### config.mk
export PLATFORM = sky130hd
export DESIGN_NAME = trace_icache
export DESIGN_NICKNAME = d
export VERILOG_FILES = /design/src/rtl/trace_icache_pkg.sv /design/src/rtl/trace_icache_status.sv /design/src/rtl/trace_icache_data.sv /design/src/rtl/trace_icache_ctrl.sv /design/src/rtl/trace_icache.sv
export SDC_FILE = /design/constraint.sdc
export NUM_CORES = 2
export LEC_CHECK = 0
export BUFFER_PORTS_ARGS = -buffer_cell sky130_fd_sc_hd__buf_2
export CORE_MARGIN = 2
export CORE_UTILIZATION = 44
export DETAILED_ROUTE_END_ITERATION = 10
export SLEW_MARGIN = 25
export SYNTH_ARGS = -nofsm -noshare
export SYNTH_HDL_FRONTEND = slang
export SYNTH_SLANG_ARGS = --single-unit
### constraint.sdc
create_clock -name clk -period 7.6 [get_ports clk]
set_input_delay 1.14 -clock clk [delete_from_list [all_inputs] [get_ports clk]]
set_output_delay 1.14 -clock clk [all_outputs]
set_load 0.005 [all_outputs]
### src/rtl/trace_icache_pkg.sv
package trace_icache_pkg;
  typedef enum logic [1:0] {
    ST_IDLE  = 2'd0,
    ST_WBACK = 2'd1,
    ST_RREQ  = 2'd2,
    ST_RWAIT = 2'd3
  } ctrl_state_e;
endpackage

### src/rtl/trace_icache_status.sv
module trace_icache_status #(
  parameter int LINES = 16,
  parameter int TAG_W = 24,
  localparam int IDX_W = $clog2(LINES)
) (
  input  logic             clk,
  input  logic             rst_n,
  input  logic [IDX_W-1:0] idx,
  output logic             line_valid,
  output logic             line_dirty,
  output logic [TAG_W-1:0] line_tag,
  input  logic             mark_dirty,
  input  logic             fill_en,
  input  logic [TAG_W-1:0] fill_tag,
  input  logic             fill_dirty
);
  logic [LINES-1:0] valid_q;
  logic [LINES-1:0] dirty_q;
  logic [TAG_W-1:0] tag_q [LINES];

  always_ff @(posedge clk) begin
    if (!rst_n) begin
      valid_q <= '0;
      dirty_q <= '0;
    end else if (fill_en) begin
      valid_q[idx] <= 1'b1;
      dirty_q[idx] <= fill_dirty;
    end else if (mark_dirty) begin
      dirty_q[idx] <= 1'b1;
    end
  end

  always_ff @(posedge clk) begin
    if (fill_en) tag_q[idx] <= fill_tag;
  end

  assign line_valid = valid_q[idx];
  assign line_dirty = dirty_q[idx];
  assign line_tag   = tag_q[idx];
endmodule

### src/rtl/trace_icache_data.sv
module trace_icache_data #(
  parameter int LINES = 16,
  parameter int WORDS = 4,
  parameter int DATA_W = 32,
  localparam int IDX_W = $clog2(LINES),
  localparam int OFF_W = $clog2(WORDS)
) (
  input  logic              clk,
  input  logic [IDX_W-1:0]  idx,
  input  logic              wr_en,
  input  logic [OFF_W-1:0]  wr_word,
  input  logic [DATA_W-1:0] wr_data,
  input  logic [OFF_W-1:0]  rd_word,
  output logic [DATA_W-1:0] rd_data
);
  logic [DATA_W-1:0] line_q [LINES][WORDS];

  for (genvar l = 0; l < LINES; l++) begin : g_line
    always_ff @(posedge clk) begin
      if (wr_en && idx == IDX_W'(l)) line_q[l][wr_word] <= wr_data;
    end
  end

  assign rd_data = line_q[idx][rd_word];
endmodule

### src/rtl/trace_icache_ctrl.sv
module trace_icache_ctrl
  import trace_icache_pkg::*;
#(
  parameter int ADDR_W = 32,
  parameter int LINES = 16,
  parameter int WORDS = 4,
  parameter int DATA_W = 32,
  localparam int IDX_W = $clog2(LINES),
  localparam int OFF_W = $clog2(WORDS),
  localparam int TAG_W = ADDR_W - IDX_W - OFF_W - 2
) (
  input  logic              clk,
  input  logic              rst_n,
  input  logic              trace_en,
  input  logic              fetch_valid,
  input  logic [ADDR_W-1:0] fetch_addr,
  output logic              fetch_ready,
  output logic              resp_valid,
  output logic [DATA_W-1:0] resp_data,
  output logic [IDX_W-1:0]  lk_idx,
  input  logic              lk_valid,
  input  logic              lk_dirty,
  input  logic [TAG_W-1:0]  lk_tag,
  output logic [OFF_W-1:0]  rd_word,
  input  logic [DATA_W-1:0] rd_data,
  output logic              mark_dirty,
  output logic              fill_en,
  output logic [TAG_W-1:0]  fill_tag,
  output logic              fill_dirty,
  output logic              dw_en,
  output logic [OFF_W-1:0]  dw_word,
  output logic [DATA_W-1:0] dw_data,
  output logic              mem_wr_valid,
  input  logic              mem_wr_ready,
  output logic [ADDR_W-1:0] mem_wr_addr,
  output logic [DATA_W-1:0] mem_wr_data,
  output logic              mem_rd_valid,
  input  logic              mem_rd_ready,
  output logic [ADDR_W-1:0] mem_rd_addr,
  input  logic              mem_rsp_valid,
  input  logic [DATA_W-1:0] mem_rsp_data
);
  localparam logic [OFF_W-1:0] LAST = OFF_W'(WORDS - 1);

  ctrl_state_e      state_q;
  logic [OFF_W-1:0] r_off, wcnt;
  logic [IDX_W-1:0] r_idx;
  logic [TAG_W-1:0] r_tag;
  logic             r_en;

  logic [OFF_W-1:0] f_off;
  logic [IDX_W-1:0] f_idx;
  logic [TAG_W-1:0] f_tag;
  logic             unused_low;
  logic             idle, accept, hit, last_rsp;

  assign f_off      = fetch_addr[OFF_W+1:2];
  assign f_idx      = fetch_addr[OFF_W+2+IDX_W-1:OFF_W+2];
  assign f_tag      = fetch_addr[ADDR_W-1:ADDR_W-TAG_W];
  assign unused_low = ^fetch_addr[1:0];

  assign idle     = (state_q == ST_IDLE);
  assign accept   = idle && fetch_valid;
  assign hit      = lk_valid && (lk_tag == f_tag);
  assign last_rsp = (state_q == ST_RWAIT) && mem_rsp_valid && (wcnt == LAST);

  assign fetch_ready = idle;
  assign lk_idx      = idle ? f_idx : r_idx;
  assign rd_word     = (state_q == ST_WBACK) ? wcnt : (idle ? f_off : r_off);

  assign mark_dirty = accept && hit && trace_en;
  assign fill_en    = last_rsp;
  assign fill_tag   = r_tag;
  assign fill_dirty = r_en;
  assign dw_en      = (state_q == ST_RWAIT) && mem_rsp_valid;
  assign dw_word    = wcnt;
  assign dw_data    = mem_rsp_data;

  assign mem_wr_valid = (state_q == ST_WBACK);
  assign mem_wr_addr  = {lk_tag, r_idx, wcnt, 2'b00};
  assign mem_wr_data  = rd_data;
  assign mem_rd_valid = (state_q == ST_RREQ);
  assign mem_rd_addr  = {r_tag, r_idx, wcnt, 2'b00};

  always_ff @(posedge clk) begin
    if (!rst_n) begin
      state_q    <= ST_IDLE;
      resp_valid <= 1'b0;
      resp_data  <= '0;
      wcnt       <= '0;
      r_off      <= '0;
      r_idx      <= '0;
      r_tag      <= '0;
      r_en       <= 1'b0;
    end else begin
      resp_valid <= 1'b0;
      unique case (state_q)
        ST_IDLE: if (accept) begin
          if (hit) begin
            resp_valid <= 1'b1;
            resp_data  <= rd_data;
          end else begin
            r_off   <= f_off;
            r_idx   <= f_idx;
            r_tag   <= f_tag;
            r_en    <= trace_en;
            wcnt    <= '0;
            state_q <= (lk_valid && lk_dirty) ? ST_WBACK : ST_RREQ;
          end
        end
        ST_WBACK: if (mem_wr_ready) begin
          if (wcnt == LAST) begin
            wcnt    <= '0;
            state_q <= ST_RREQ;
          end else begin
            wcnt <= wcnt + 1'b1;
          end
        end
        ST_RREQ: if (mem_rd_ready) state_q <= ST_RWAIT;
        ST_RWAIT: if (mem_rsp_valid) begin
          if (wcnt == LAST) begin
            resp_valid <= 1'b1;
            resp_data  <= (r_off == LAST) ? mem_rsp_data : rd_data;
            wcnt       <= '0;
            state_q    <= ST_IDLE;
          end else begin
            wcnt    <= wcnt + 1'b1;
            state_q <= ST_RREQ;
          end
        end
        default: state_q <= ST_IDLE;
      endcase
    end
  end
endmodule

### src/rtl/trace_icache.sv
module trace_icache #(
  parameter int ADDR_W = 32,
  parameter int LINES = 16,
  parameter int WORDS = 4,
  parameter int DATA_W = 32
) (
  input  logic              clk,
  input  logic              rst_n,
  input  logic              trace_en,
  input  logic              fetch_valid,
  input  logic [ADDR_W-1:0] fetch_addr,
  output logic              fetch_ready,
  output logic              resp_valid,
  output logic [DATA_W-1:0] resp_data,
  output logic              mem_wr_valid,
  input  logic              mem_wr_ready,
  output logic [ADDR_W-1:0] mem_wr_addr,
  output logic [DATA_W-1:0] mem_wr_data,
  output logic              mem_rd_valid,
  input  logic              mem_rd_ready,
  output logic [ADDR_W-1:0] mem_rd_addr,
  input  logic              mem_rsp_valid,
  input  logic [DATA_W-1:0] mem_rsp_data
);
  localparam int IDX_W = $clog2(LINES);
  localparam int OFF_W = $clog2(WORDS);
  localparam int TAG_W = ADDR_W - IDX_W - OFF_W - 2;

  logic [IDX_W-1:0]  lk_idx;
  logic              lk_valid, lk_dirty;
  logic [TAG_W-1:0]  lk_tag;
  logic [OFF_W-1:0]  rd_word, dw_word;
  logic [DATA_W-1:0] rd_data, dw_data;
  logic              mark_dirty, fill_en, fill_dirty, dw_en;
  logic [TAG_W-1:0]  fill_tag;

  trace_icache_status #(.LINES(LINES), .TAG_W(TAG_W)) u_status (
    .clk(clk), .rst_n(rst_n), .idx(lk_idx),
    .line_valid(lk_valid), .line_dirty(lk_dirty), .line_tag(lk_tag),
    .mark_dirty(mark_dirty), .fill_en(fill_en),
    .fill_tag(fill_tag), .fill_dirty(fill_dirty)
  );

  trace_icache_data #(.LINES(LINES), .WORDS(WORDS), .DATA_W(DATA_W)) u_data (
    .clk(clk), .idx(lk_idx), .wr_en(dw_en), .wr_word(dw_word),
    .wr_data(dw_data), .rd_word(rd_word), .rd_data(rd_data)
  );

  trace_icache_ctrl #(.ADDR_W(ADDR_W), .LINES(LINES), .WORDS(WORDS),
                      .DATA_W(DATA_W)) u_ctrl (
    .clk(clk), .rst_n(rst_n), .trace_en(trace_en),
    .fetch_valid(fetch_valid), .fetch_addr(fetch_addr),
    .fetch_ready(fetch_ready), .resp_valid(resp_valid), .resp_data(resp_data),
    .lk_idx(lk_idx), .lk_valid(lk_valid), .lk_dirty(lk_dirty), .lk_tag(lk_tag),
    .rd_word(rd_word), .rd_data(rd_data),
    .mark_dirty(mark_dirty), .fill_en(fill_en), .fill_tag(fill_tag),
    .fill_dirty(fill_dirty), .dw_en(dw_en), .dw_word(dw_word), .dw_data(dw_data),
    .mem_wr_valid(mem_wr_valid), .mem_wr_ready(mem_wr_ready),
    .mem_wr_addr(mem_wr_addr), .mem_wr_data(mem_wr_data),
    .mem_rd_valid(mem_rd_valid), .mem_rd_ready(mem_rd_ready),
    .mem_rd_addr(mem_rd_addr),
    .mem_rsp_valid(mem_rsp_valid), .mem_rsp_data(mem_rsp_data)
  );
endmodule

==> reports/qor.csv <==
stage,metric,value,unit
sta,final_max_slew_viol_count,0,
synthesis,avgSynthCellArea,20.51,um^2
clock_network,post_cts_buffers,0,
sta,tns,0,ns
placed_design,pre_cts_ws,1.490,ns
critical_path,path_max_fanout,71,
floorplan,start_util,44.33,%
critical_path,path_cells,inv_1 > ha_1 > mux2_8 > buf_4 > mux4_2 > a22oi_1 > a21oi_1 > a21oi_1 > o21ai_0 > buf_2,
pwr,p_sw,9.741,mW
floorplan,die-area,225400,um^2
sta,finalHoldViolations,0,
floorplan,rows,172,
critical_path,r2r-start,u_ctrl.state_q[0],
clock_network,clkTransAtPathRegs,0.06,ns
critical_path,critPathKind,reg2out,
critical_path,cp.required,6.46,ns
detailed_routing,vias,49678,
synthesis,syn_area,97490,um^2
pwr,vdd.ir_drop.worst,0.2635,mV
synthesis,async_reset_ff_share,0,%
clock_network,cts_root_buf,clkbuf_16,
synthesis,synthFlopType,edfxtp_1,
detailed_routing,drc,0,
floorplan,die_width,474.7,um
sta,slew_headroom,25.76,%
synthesis,yosysSeqAreaShare,76.96,%
min_path,hold_depth,2,
layout,multi_input_area,21150,um^2
synthesis,synthCells,4753,
clock_network,ctsResizeCount,0,
clock_network,cts.sinks,2532,
sta,finClkSkew,0.06498,ns
pwr,p_int,25.63,mW
critical_path,cpLargestDelayFamily,compound AO/OA/AOI/OAI gates,
min_path,hold_class,reg2reg,
min_path,hp-start,u_status.valid_q[13],
sta,final-setup-viol-count,0,
critical_path,crit_path_max_incr_delay,0.93,ns
critical_path,worstRegToRegCells,15,
sta,tightestPinTransition,1.106,ns
detailed_routing,via_per_inst,6.035,
sta,setup_ws,0.6507,ns
layout,regArea,75030,um^2
clock_network,clock_latency,0.92,ns
critical_path,startpoint_type,flop,
detailed_routing,first_pass_iters,6,
critical_path,worstPathArrival,5.81,ns
global_routing,grtUsageTotal,22.56,%
flow_run,drv_cap,0,
placed_design,place.gp.congestion,0.8047,
sta,fin_crit,6.949,ns
critical_path,cpMostUsedCell,a21oi_1,
floorplan,coreArea,219900,um^2
clock_network,postCtsHoldBufs,0,
global_routing,grt_pass1_wl,362900,um
pwr,total_power,35.37,mW
clock_network,cts_tree,built,
global_routing,antenna_found_initial,19,
pwr,switching_share,27.54,%
sta,fin_crit_sh,91.44,%
critical_path,crit_buf_inv,3,
floorplan,ios,203,
synthesis,synth_cell_type_count,58,
layout,nFillCells,17653,
pwr,p_leak,35.60,nW
pwr,sequentialPowerShare,43.8,%
global_routing,grt-ovfl-total,0,
critical_path,worst-r2r-setup-slack,1.40,ns
placed_design,numPortBuffers,196,
critical_path,worst_path_max_delay_cell,mux2_8,
sta,max_freq,0.1439,GHz
global_routing,grt_pass1_vias,50339,
detailed_routing,drt_wl_total,255300,um
detailed_routing,drtIter0Drc,5595,
placed_design,dp_hpwl,137800,um
clock_network,cts_made_buffers,274,
synthesis,ys_ff_latch,2532,
critical_path,cp-startpoint,u_ctrl.state_q[0],
status,outcome,"complete, no violations",
critical_path,crit_path_end_kind,output pin,
layout,drive_gt1_share,26.68,%
synthesis,synth_edf_count,2432,
clock_network,htreeDepth,5,
clock_network,clk_path_buf_depth,4,
layout,area_growth,13.75,%
detailed_routing,wl_per_cell,31.02,um
layout,fin_nets,5167,
detailed_routing,drtAntennaViolNets,0,
critical_path,worst-path-stages,10,
pwr,pwr_density_cell,318.9,nW/um^2
global_routing,grt_max_degree,94,
pwr,clkPwrFrac,35.2,%
sta,grt_setup_unrepaired,false,
synthesis,yosys_warnings,0,
floorplan,die_h,474.7,um
pwr,combPwrFrac,21.0,%
placed cells by master (no fill, tap or decap), drive strengths merged, types with 71 or more instances in the layout:
cell type     n
dfxtp       100
edfxtp     2432
and3         74
nor2        136
a21oi       314
a22oi       261
clkinv       83
mux2i        71
nand2        95
mux4        548
buf         378
clkbuf      347
final timing paths:
| kind | end |
|---|---|
| worst max-delay path | mem_wr_data[28] |
| worst max register to register | u_ctrl.resp_data[3] |
| worst min register to register | u_status.valid_q[13] |
| worst min-delay path | u_status.valid_q[13] |
cells by family (layout without fill, tap and decap cells):
kind of cell	count (synthesis)	in the layout	share of synthesized area (%)
compound gates	759	759	5.150
mux	660	660	13.87
other cells	1	10	0.003847
flops	2532	2532	76.96
xor+xnor	24	24	0.2156
fa+ha+maj	8	8	0.1027
buf+inv	341	852	1.544
simple gates	428	428	2.155
routing by layer:
layer / up-vias / wire [um] / GRT usage (%)
met5: - / 53 / 0
li1: 20552 / - / -
met3: 456 / 18190 / 3.984
met1: 26639 / 102500 / 30.54
met2: 2023 / 125700 / 36.99
met4: 8 / 8794 / 7.795
cell type report:
class,count,area share [%]
clock buffer,347,6.618
multi-input combinational,1883,19.08
antenna,6,0.01354
tap,2958,3.337
timing repair buffer,378,2.444
inverter,19,0.06657
sequential,2532,67.66
clock inverter,108,0.7842
state kept, by name, indices dropped and copies added (netlist names), 4 cells and up:
register,count
u_status.valid_q,16
u_status.dirty_q,16
u_ctrl.resp_data,32
u_ctrl.r_idx,4
u_status.tag_q,384
u_data.line_q,2048
u_ctrl.fill_tag,24
worst reg2reg max path, stage by stage (launching register included):
cell	delay, ns
dfxtp_1	0.34
inv_1	0.09
ha_1	0.82
or3_2	0.63
buf_4	0.57
a21oi_1	0.20
o41a_1	0.45
nor4_1	0.66
buf_4	0.24
xnor2_1	0.22
nand4_1	0.20
nor4_1	0.82
a22oi_4	0.07
buf_4	0.39
mux2i_1	0.33
nor2_1	0.05
power by group through the flow:
stage | Combinational (mW) | Clock (mW) | Sequential (mW)
after floorplan | 4.59 | 0 | 15.7
after global placement | 7.46 | 0 | 15.8
after detailed placement | 7.47 | 0 | 15.8
after CTS | 7.49 | 12.6 | 15.5
after global routing | 7.85 | 13.2 | 15.5
final | 7.42 | 12.4 | 15.5
through the flow:
step / instances / cell area (um^2) / hold WS [ns] / util, %
4_1_cts: 8225 / 110900 / 0.4341 / 50.40
3_3_place_gp: 7768 / 102600 / 0.4439 / 46.65
2_1_floorplan: 4756 / 97500 / 0.4348 / -
3_5_place_dp: 7770 / 102600 / 0.4633 / 46.67
5_1_grt: 8228 / 110900 / 0.4526 / 50.42
6_report: 8231 / 110900 / 0.4777 / 50.42
synthesized netlist by cell type, drive strengths merged, types with 5 or more instances:
cell,number,area [um^2]
a22oi,261,1973
nor2,136,510.5
nand3,52,260.3
o41a,48,540.5
nor3b,10,75.07
nor4,20,140.1
buf,148,780.8
inv,19,71.31
mux4,548,12340
o21ai,49,245.2
mux2i,71,710.7
xnor2,24,210.2
o22ai,11,68.82
o41ai,8,70.07
and3,74,462.9
clkbuf,174,653.1
nor3,5,30.03
a211oi,15,112.6
a21oi,314,1575
mux2,41,465.4
dfxtp,100,2002
ha,8,100.1
o211ai,33,247.7
edfxtp,2432,73030
nand2,95,356.6
nand2b,9,56.30
Note: power is estimated with default switching activity, not from simulation.
